===== src/rtl/fcd_pkg.sv =====
`timescale 1ns/1ps
package fcd_pkg;

    localparam int CMD_AW = 11;

    localparam logic [7:0] CB_KEY_A   = 8'hAA;
    localparam logic [7:0] CB_KEY_B   = 8'h55;
    localparam logic [7:0] CB_PROG    = 8'hA0;
    localparam logic [7:0] CB_BYPASS  = 8'h20;
    localparam logic [7:0] CB_AUTOSEL = 8'h90;
    localparam logic [7:0] CB_SETUP   = 8'h80;
    localparam logic [7:0] CB_CHIP    = 8'h10;
    localparam logic [7:0] CB_SECTOR  = 8'h30;
    localparam logic [7:0] CB_ARRAY   = 8'hF0;
    localparam logic [7:0] CB_QUERY   = 8'h98;
    localparam logic [7:0] CB_LEAVE   = 8'h00;

    localparam logic [CMD_AW-1:0] CA_KEY_A = 11'h555;
    localparam logic [CMD_AW-1:0] CA_KEY_B = 11'h2AA;
    localparam logic [CMD_AW-1:0] CA_QUERY = 11'h055;

    typedef enum logic [1:0] {
        RD_ARRAY   = 2'd0,
        RD_AUTOSEL = 2'd1,
        RD_QUERY   = 2'd2
    } rd_mode_e;

    typedef enum logic [1:0] {
        OP_NONE   = 2'd0,
        OP_PROG   = 2'd1,
        OP_CHIP   = 2'd2,
        OP_SECTOR = 2'd3
    } op_kind_e;

    typedef enum logic [3:0] {
        S_IDLE,
        S_UNL1,
        S_UNL2,
        S_PROG,
        S_ERS0,
        S_ERS1,
        S_ERS2,
        S_BYP,
        S_BYP_PROG,
        S_BYP_EXIT
    } seq_state_e;

    typedef struct packed {
        logic key_a;
        logic key_b;
        logic prog_at_key;
        logic bypass_at_key;
        logic autosel_at_key;
        logic setup_at_key;
        logic chip_at_key;
        logic any_prog;
        logic any_sector;
        logic any_ninety;
        logic any_zero;
        logic any_array;
        logic query;
    } wr_class_t;

    function automatic logic cmd_at(input logic [7:0] d, input logic [CMD_AW-1:0] a,
                                    input logic [7:0] cd, input logic [CMD_AW-1:0] ca);
        return (d == cd) && (a == ca);
    endfunction

endpackage


===== src/rtl/fcd_classify.sv =====
`timescale 1ns/1ps
module fcd_classify
    import fcd_pkg::*;
(
    input  logic [7:0]        cmd_byte,
    input  logic [CMD_AW-1:0] cmd_addr,
    output wr_class_t         cls
);

    always_comb begin
        cls.key_a          = cmd_at(cmd_byte, cmd_addr, CB_KEY_A,   CA_KEY_A);
        cls.key_b          = cmd_at(cmd_byte, cmd_addr, CB_KEY_B,   CA_KEY_B);
        cls.prog_at_key    = cmd_at(cmd_byte, cmd_addr, CB_PROG,    CA_KEY_A);
        cls.bypass_at_key  = cmd_at(cmd_byte, cmd_addr, CB_BYPASS,  CA_KEY_A);
        cls.autosel_at_key = cmd_at(cmd_byte, cmd_addr, CB_AUTOSEL, CA_KEY_A);
        cls.setup_at_key   = cmd_at(cmd_byte, cmd_addr, CB_SETUP,   CA_KEY_A);
        cls.chip_at_key    = cmd_at(cmd_byte, cmd_addr, CB_CHIP,    CA_KEY_A);
        cls.query          = cmd_at(cmd_byte, cmd_addr, CB_QUERY,   CA_QUERY);
        cls.any_prog       = (cmd_byte == CB_PROG);
        cls.any_sector     = (cmd_byte == CB_SECTOR);
        cls.any_ninety     = (cmd_byte == CB_AUTOSEL);
        cls.any_zero       = (cmd_byte == CB_LEAVE);
        cls.any_array      = (cmd_byte == CB_ARRAY);
    end

endmodule


===== src/rtl/fcd_sequencer.sv =====
`timescale 1ns/1ps
module fcd_sequencer
    import fcd_pkg::*;
(
    input  logic       clk,
    input  logic       rst,
    input  logic       wr_en,
    input  wr_class_t  cls,
    output op_kind_e   emit,
    output logic       mode_wr,
    output rd_mode_e   mode_val,
    output logic       in_bypass
);

    seq_state_e state_q, state_d;

    always_comb begin
        state_d  = state_q;
        emit     = OP_NONE;
        mode_wr  = 1'b0;
        mode_val = RD_ARRAY;
        if (wr_en) begin
            unique case (state_q)
                S_IDLE: begin
                    if (cls.key_a) begin
                        state_d = S_UNL1;
                    end else if (cls.any_array) begin
                        mode_wr  = 1'b1;
                        mode_val = RD_ARRAY;
                    end else if (cls.query) begin
                        mode_wr  = 1'b1;
                        mode_val = RD_QUERY;
                    end
                end
                S_UNL1: state_d = cls.key_b ? S_UNL2 : S_IDLE;
                S_UNL2: begin
                    state_d = S_IDLE;
                    if (cls.prog_at_key) begin
                        state_d = S_PROG;
                    end else if (cls.bypass_at_key) begin
                        state_d = S_BYP;
                    end else if (cls.setup_at_key) begin
                        state_d = S_ERS0;
                    end else if (cls.autosel_at_key) begin
                        mode_wr  = 1'b1;
                        mode_val = RD_AUTOSEL;
                    end
                end
                S_PROG: begin
                    emit    = OP_PROG;
                    state_d = S_IDLE;
                end
                S_ERS0: state_d = cls.key_a ? S_ERS1 : S_IDLE;
                S_ERS1: state_d = cls.key_b ? S_ERS2 : S_IDLE;
                S_ERS2: begin
                    state_d = S_IDLE;
                    if (cls.chip_at_key) begin
                        emit = OP_CHIP;
                    end else if (cls.any_sector) begin
                        emit = OP_SECTOR;
                    end
                end
                S_BYP: begin
                    if (cls.any_prog) begin
                        state_d = S_BYP_PROG;
                    end else if (cls.any_ninety) begin
                        state_d = S_BYP_EXIT;
                    end
                end
                S_BYP_PROG: begin
                    emit    = OP_PROG;
                    state_d = S_BYP;
                end
                S_BYP_EXIT: begin
                    if (cls.any_zero) begin
                        state_d  = S_IDLE;
                        mode_wr  = 1'b1;
                        mode_val = RD_ARRAY;
                    end else begin
                        state_d = S_BYP;
                    end
                end
                default: state_d = S_IDLE;
            endcase
        end
    end

    always_ff @(posedge clk) begin
        if (rst) begin
            state_q <= S_IDLE;
        end else begin
            state_q <= state_d;
        end
    end

    assign in_bypass = (state_q == S_BYP) || (state_q == S_BYP_PROG) || (state_q == S_BYP_EXIT);

endmodule


===== src/rtl/fcd_outreg.sv =====
`timescale 1ns/1ps
module fcd_outreg
    import fcd_pkg::*;
#(
    parameter int ADDR_W = 20,
    parameter int DATA_W = 16
) (
    input  logic              clk,
    input  logic              rst,
    input  op_kind_e          emit,
    input  logic [ADDR_W-1:0] addr_in,
    input  logic [DATA_W-1:0] data_in,
    input  logic              mode_wr,
    input  rd_mode_e          mode_val,
    output logic              valid_q,
    output op_kind_e          kind_q,
    output logic [ADDR_W-1:0] addr_q,
    output logic [DATA_W-1:0] data_q,
    output rd_mode_e          mode_q
);

    always_ff @(posedge clk) begin
        if (rst) begin
            valid_q <= 1'b0;
            kind_q  <= OP_NONE;
            addr_q  <= '0;
            data_q  <= '0;
            mode_q  <= RD_ARRAY;
        end else begin
            valid_q <= (emit != OP_NONE);
            kind_q  <= emit;
            if (emit != OP_NONE) begin
                addr_q <= addr_in;
                data_q <= data_in;
            end
            if (mode_wr) begin
                mode_q <= mode_val;
            end
        end
    end

endmodule


===== src/rtl/flash_cmd_decoder.sv =====
`timescale 1ns/1ps
module flash_cmd_decoder
    import fcd_pkg::*;
#(
    parameter int ADDR_W = 20,
    parameter int DATA_W = 16
) (
    input  logic              clk,
    input  logic              rst,
    input  logic              wr_en,
    input  logic [ADDR_W-1:0] wr_addr,
    input  logic [DATA_W-1:0] wr_data,
    output logic              op_valid,
    output logic [1:0]        op_kind,
    output logic [ADDR_W-1:0] op_addr,
    output logic [DATA_W-1:0] op_data,
    output logic [1:0]        read_mode,
    output logic              bypass_active
);

    wr_class_t cls;
    op_kind_e  emit;
    logic      mode_wr;
    rd_mode_e  mode_val;
    op_kind_e  kind_q;
    rd_mode_e  mode_q;

    fcd_classify u_classify (
        .cmd_byte (wr_data[7:0]),
        .cmd_addr (wr_addr[CMD_AW-1:0]),
        .cls      (cls)
    );

    fcd_sequencer u_seq (
        .clk       (clk),
        .rst       (rst),
        .wr_en     (wr_en),
        .cls       (cls),
        .emit      (emit),
        .mode_wr   (mode_wr),
        .mode_val  (mode_val),
        .in_bypass (bypass_active)
    );

    fcd_outreg #(.ADDR_W(ADDR_W), .DATA_W(DATA_W)) u_out (
        .clk      (clk),
        .rst      (rst),
        .emit     (emit),
        .addr_in  (wr_addr),
        .data_in  (wr_data),
        .mode_wr  (mode_wr),
        .mode_val (mode_val),
        .valid_q  (op_valid),
        .kind_q   (kind_q),
        .addr_q   (op_addr),
        .data_q   (op_data),
        .mode_q   (mode_q)
    );

    assign op_kind   = kind_q;
    assign read_mode = mode_q;

endmodule


===== config.mk =====
export PLATFORM = sky130hd
export DESIGN_NAME = flash_cmd_decoder
export DESIGN_NICKNAME = d
export VERILOG_FILES = /design/src/rtl/fcd_pkg.sv /design/src/rtl/fcd_classify.sv /design/src/rtl/fcd_sequencer.sv /design/src/rtl/fcd_outreg.sv /design/src/rtl/flash_cmd_decoder.sv
export SDC_FILE = /design/constraint.sdc
export NUM_CORES = 1
export LEC_CHECK = 0
export BUFFER_PORTS_ARGS = -buffer_cell sky130_fd_sc_hd__buf_2
export CAP_MARGIN = 15
export CORE_ASPECT_RATIO = 1.5
export CORE_UTILIZATION = 54
export CTS_CLUSTER_DIAMETER = 40
export DETAILED_ROUTE_END_ITERATION = 8
export GPL_ROUTABILITY_DRIVEN = 0
export PLACE_DENSITY_LB_ADDON = 0.25
export RECOVER_POWER = 25
export SYNTH_ARGS = -nofsm -noshare
export SYNTH_HDL_FRONTEND = slang
export SYNTH_SLANG_ARGS = --single-unit
export TNS_END_PERCENT = 1

===== constraint.sdc =====
create_clock -name clk -period 6.1 [get_ports clk]
set_input_delay 1.22 -clock clk [delete_from_list [all_inputs] [get_ports clk]]
set_output_delay 1.22 -clock clk [all_outputs]
set_load 0.005 [all_outputs]

After elaboration in Yosys (flattened, before gate mapping)
Cells that the tools add are included.
{ "word_totals": {"out_inout_bits": 42, "word_cells": 79, "input_bits": 39, "reg_bits": 45} }
{ "classes": {"muxes": 34, "n_reduce_logical": 15, "eq_ne": 24} }
{ "op_table": {"columns": ["operator", "n"], "rows": [
  ["== test 8 bit, second input constant", 6],
  ["case mux 4 bit (8 select lines)", 1],
  ["two-way mux 2 bit", 11],
  ["two-way mux 4 bit", 5],
  ["== test 4 x 3 -> 1 bit, second input constant", 4],
  ["== test 8 x 6 -> 1 bit, second input constant", 2],
  ["two-way mux 3 bit", 4],
  ["== test 11 x 10 -> 1 bit, second input constant", 1],
  ["== test 11 bit, second input constant", 1],
  ["== test 11 x 7 -> 1 bit, second input constant", 1],
  ["two-way mux 1 bit", 10],
  ["== test 4 x 2 -> 1 bit, second input constant", 2],
  ["== test 4 bit, second input constant", 2],
  ["== test 8 x 5 -> 1 bit, second input constant", 1],
  ["== test 8 x 7 -> 1 bit, second input constant", 1],
  ["logical AND 1 bit", 8],
  ["logical NOT 8 bit", 1],
  ["case mux 2 bit (2 select lines)", 2],
  ["== test 4 x 1 -> 1 bit, second input constant", 1],
  ["logical NOT 4 bit", 1],
  ["!= test 3 bit, second input constant", 1],
  ["case mux 1 bit (3 select lines)", 1],
  ["AND reduction 3 bit", 1],
  ["logical OR 1 bit", 2],
  ["3 further kinds", 3]
]} }

Longest topological paths before layout
{ "depth": {"depth_word": 8, "ltp_mapped": 8, "depth_no_buf": 5} }

Hierarchy
Synthesis repeated with hierarchy kept, for this count alone.
{ "unflattened": {"cells_unflattened": 278, "area_unflattened_um2": 2379.8} }
{ "modules_own_cells": {"columns": ["mod", "n_inst", "seq_area_each_um2", "area_per_inst_um2", "cells_per_inst"], "rows": [
  ["fcd_outreg", 1, 820.8, 1669.1, 177],
  ["fcd_sequencer", 1, 80.1, 466.7, 63],
  ["fcd_classify", 1, 0.0, 244.0, 38]
]} }

Worst setup path before layout
Ideal clock, no wire load.
{ "synth_timing": {"path_kind": "input to register", "startpoint": "input wr_data[5]", "endpoint": "register u_seq.state_q[0]", "t_arrival_ns": 2.788, "path_stages": 6, "path_slack_ns": 3.187, "t_required_ns": 5.975, "path_cell_list": "clkbuf_1 > or4b_2 > o31ai_1 > o31ai_1 > nor4_1 > o31ai_1"} }
{ "synth_via": {"elab_chain_cells": 5, "word_cells_on_any_way": 17, "classes_between": "eq/ne: 6; mux: 6; reduce/logical: 5"} }
{ "synth_lines": {"columns": ["element", "line", "rtl"], "rows": [
  ["from (decl)", "flash_cmd_decoder.sv:12", "input logic [DATA_W-1:0] wr_data,"],
  ["== test 8 x 6 -> 1 bit", "fcd_pkg.sv:66", "return (d == cd) && (a == ca);"],
  ["logical AND 1 bit", "fcd_pkg.sv:66", null],
  ["two-way mux 4 bit", "fcd_sequencer.sv:40", "end else if (cls.bypass_at_key) begin"],
  ["two-way mux 4 bit", "fcd_sequencer.sv:38", "if (cls.prog_at_key) begin"],
  ["case mux 4 bit (8 select lines)", "fcd_sequencer.sv:23", "unique case (state_q)"],
  ["to (signal assigned)", "fcd_sequencer.sv:92", "state_q <= state_d;"],
  ["to (decl)", "fcd_sequencer.sv:15", "seq_state_e state_q, state_d;"]
]} }
Parallel ways exist; a longest one is shown, timed or not.
A chain may end at the register's enable or synchronous reset.

Final worst setup path
{ "layout_timing": {"startpoint": "input wr_addr[7]", "endpoint": "register u_out.data_q[14]"} }
{ "layout_via": {"elab_chain_cells": 6} }
{ "layout_lines": {"columns": ["element", "line", "rtl"], "rows": [
  ["from (decl)", "flash_cmd_decoder.sv:11", "input logic [ADDR_W-1:0] wr_addr,"],
  ["== test 11 bit", "fcd_pkg.sv:66", null],
  ["logical AND 1 bit", "fcd_pkg.sv:66", null],
  ["two-way mux 2 bit", "fcd_sequencer.sv:57", "if (cls.chip_at_key) begin"],
  ["case mux 2 bit (2 select lines)", "fcd_sequencer.sv:23", null],
  ["two-way mux 2 bit", "fcd_sequencer.sv:22", "if (wr_en) begin"],
  ["nonzero test 2 bit", "fcd_outreg.sv:32", "if (emit != OP_NONE) begin"],
  ["to (signal assigned)", "fcd_outreg.sv:34", "data_q <= data_in;"],
  ["to (decl)", "fcd_outreg.sv:18", "output logic [DATA_W-1:0] data_q,"]
]} }
Every way passes these cells.

==> flow_metrics.tcl <==
set metrics [dict create \
    rsz0062_at_grt "false" \
    tns_ps 0 \
    dr.pass1.iters 4 \
    crit_arrival_ps 3240 \
    wl_per_cell_um 14.8 \
    fill_cells 381 \
    nets 382 \
    synth_compound_area_share_pct 22.1 \
    maxCapViolations 0 \
    grt_pass1_wl_um 9890 \
    synth_mux_area_share_pct 0.851 \
    clockRootBuffer "clkbuf_8" \
    path_max_fanout 35 \
    tightest_slew_ps 1060 \
    pre_cts_ws_ps 2780 \
    synth_area_leaders "dfxtp_1 (38%), a21oi_2 (11%), nand2_1 (9.9%)" \
    clock_path_buffers 2 \
    dieArea_um2 4630 \
    antenna_left 0 \
    post_drt_via_cell_ratio 5.78 \
    numCtsBuffers 5 \
    num_rows 29 \
    synthArstFlopShare_pct 0 \
    clock_sinks 45 \
    endpoint_kind "flop" \
    power.leakage_nw 1.07 \
    synth_adder_area_share_pct 0 \
    ys_top_cells_by_count "nand2_1 (62), dfxtp_1 (45), a21oi_2 (30)" \
    cts_resized 0 \
    portBuffers 80 \
    grt_util_all_layers_pct 26.5 \
    grt_max_degree 43 \
    vias 2256 \
    timing.fmax_ghz 0.333 \
    dp_hpwl_um 4100 \
    synth_top_family_by_area "simple AND/OR/NAND/NOR gates" \
    fp.coreArea_um2 4210 \
    remaining_drc_errors 0 \
    io_pins 81 \
    netlist_area_um2 2350 \
    worst_slack_ps 3100 \
    totalWireLength_um 5780 \
    synth_top_flop_cell "dfxtp_1" \
    slew_viol_final 0 \
    ir_drop_mv 0.205 \
    yosys.area.top_type "dfxtp_1" \
    yosysMostFrequentCell "nand2_1" \
    slew_headroom_pct 29.0 \
    grt_overflow 0 \
    hold_viol 0 \
    grt_pass1_vias 2261 \
    avgSynthCellArea_um2 8.53 \
    required_ps 6330 \
    initial_utilization_pct 55.9 \
    cts_hold_buffers 0 \
    die_h_um 82.9 \
    synth_edf_count 0 \
    area_growth_syn_to_layout_pct 18.2 \
    p_per_area_nw_per_um2 204 \
    cts_tree "yes" \
    synth-seq-cells 45 \
    synth_xor_area_share_pct 0.744 \
    hp-class "flop to flop" \
    die_w_um 55.9 \
    yosys_warnings 0 \
    insertion_delay_ps 300 \
    diodes 0 \
    drt_iter0_markers 62 \
    yosys.area_share.simple_pct 31.1 \
    yosysTopAreaCellShare_pct 38.3 \
    post_cts_buffers 0 \
    ys_types 47 \
    clkTransAtPathRegs_ps 90 \
    htree_num_levels 2 \
    setup_viol_count_final 0 \
    period_minus_slack_ps 3000 \
    finClkSkew_ps 3.14 \
    finalCritPeriodShare_pct 49.2 \
    critPathLaunchType "input pin" \
    outcome "complete, no violations" \
    antenna_found_initial 0 \
    synth_cells 276 \
    syn_nets 315 \
    ys_seq_area_share_pct 38.3 \
    whs_ps 455 \
    criticalPathCategory "input pin to flop" \
    final_layout_size_suffix_gt1_share_pct 40.7 \
]
[sequential cells by signal, indices dropped and copies added (netlist names)]
signal         count
u_out.addr_q      20
u_seq.state_q      4
u_out.valid_q      1
u_out.data_q      16
u_out.kind_q       2
u_out.mode_q       2
[worst paths after layout]
check                                startpoint                            end  slack [ps]  cells after the start
hold reg to reg   u_out.addr_q[11]$_SDFFE_PP0P_  u_out.addr_q[11]$_SDFFE_PP0P_         450                      2
hold / removal    u_out.addr_q[11]$_SDFFE_PP0P_  u_out.addr_q[11]$_SDFFE_PP0P_         450                      2
setup reg to reg  u_seq.state_q[3]$_SDFFE_PP0P_  u_out.data_q[14]$_SDFFE_PP0P_        3780                      5
setup / recovery                     wr_addr[7]  u_out.data_q[14]$_SDFFE_PP0P_        3100                      6
[stage by stage]
stage	utilization [%]	total power (W)	instances	instance area (um2)
3_5_place_dp	63.6	0.000348	382	2680
5_1_grt	66.1	0.000588	390	2780
6_report	66.1	0.000569	390	2780
3_3_place_gp	63.6	0.000347	382	2680
2_1_floorplan	-	0.000327	276	2350
4_1_cts	66.2	0.000573	390	2790
[metal layers]
metal	global-route usage, %	up-vias	share of wire [%]
li1	-	1104	-
met1	29.1	1063	39
met2	48.1	80	55
met3	4.83	9	5.1
met4	12.9	0	1.4
met5	0	-	0
[layout by cell type, fill, tap and decap left out, types with 10 or more instances in the layout]
cell,synthesis,layout
buf_2,4,76
nand2_1,62,62
nand2_2,17,17
dfxtp_1,45,45
a21oi_2,30,30
nor2_1,10,10
a21oi_1,13,13
[cell families after synthesis]
kind of cell	count (synthesis)
compound gates	67
xor+xnor	2
buf+inv	26
flops	45
mux	2
simple gates	134
[power by group]
part | switching (W) | leakage (nW) | internal [W]
logic | 0.0000276 | 0.654 | 0.0000173
clock network | 0.000104 | 0.0554 | 0.000123
registers | 0.00000195 | 0.363 | 0.000294
[final cells by class]
class | instances | area [um2] | area share [%]
clock inverter | 2 | 38.8 | 1.39
sequential | 45 | 901 | 32.4
inverter | 5 | 18.8 | 0.675
tap | 46 | 57.6 | 2.07
multi-input combinational | 205 | 1290 | 46.4
clock buffer | 6 | 72.6 | 2.61
timing repair buffer | 81 | 403 | 14.5
[critical path, stage by stage]
cell and delay, ps:
buf_2 130, nor4bb_1 600, and4_1 430, o221a_4 560, nand2_1 150, a21oi_2 130
Power figures use the tool's default switching activity.
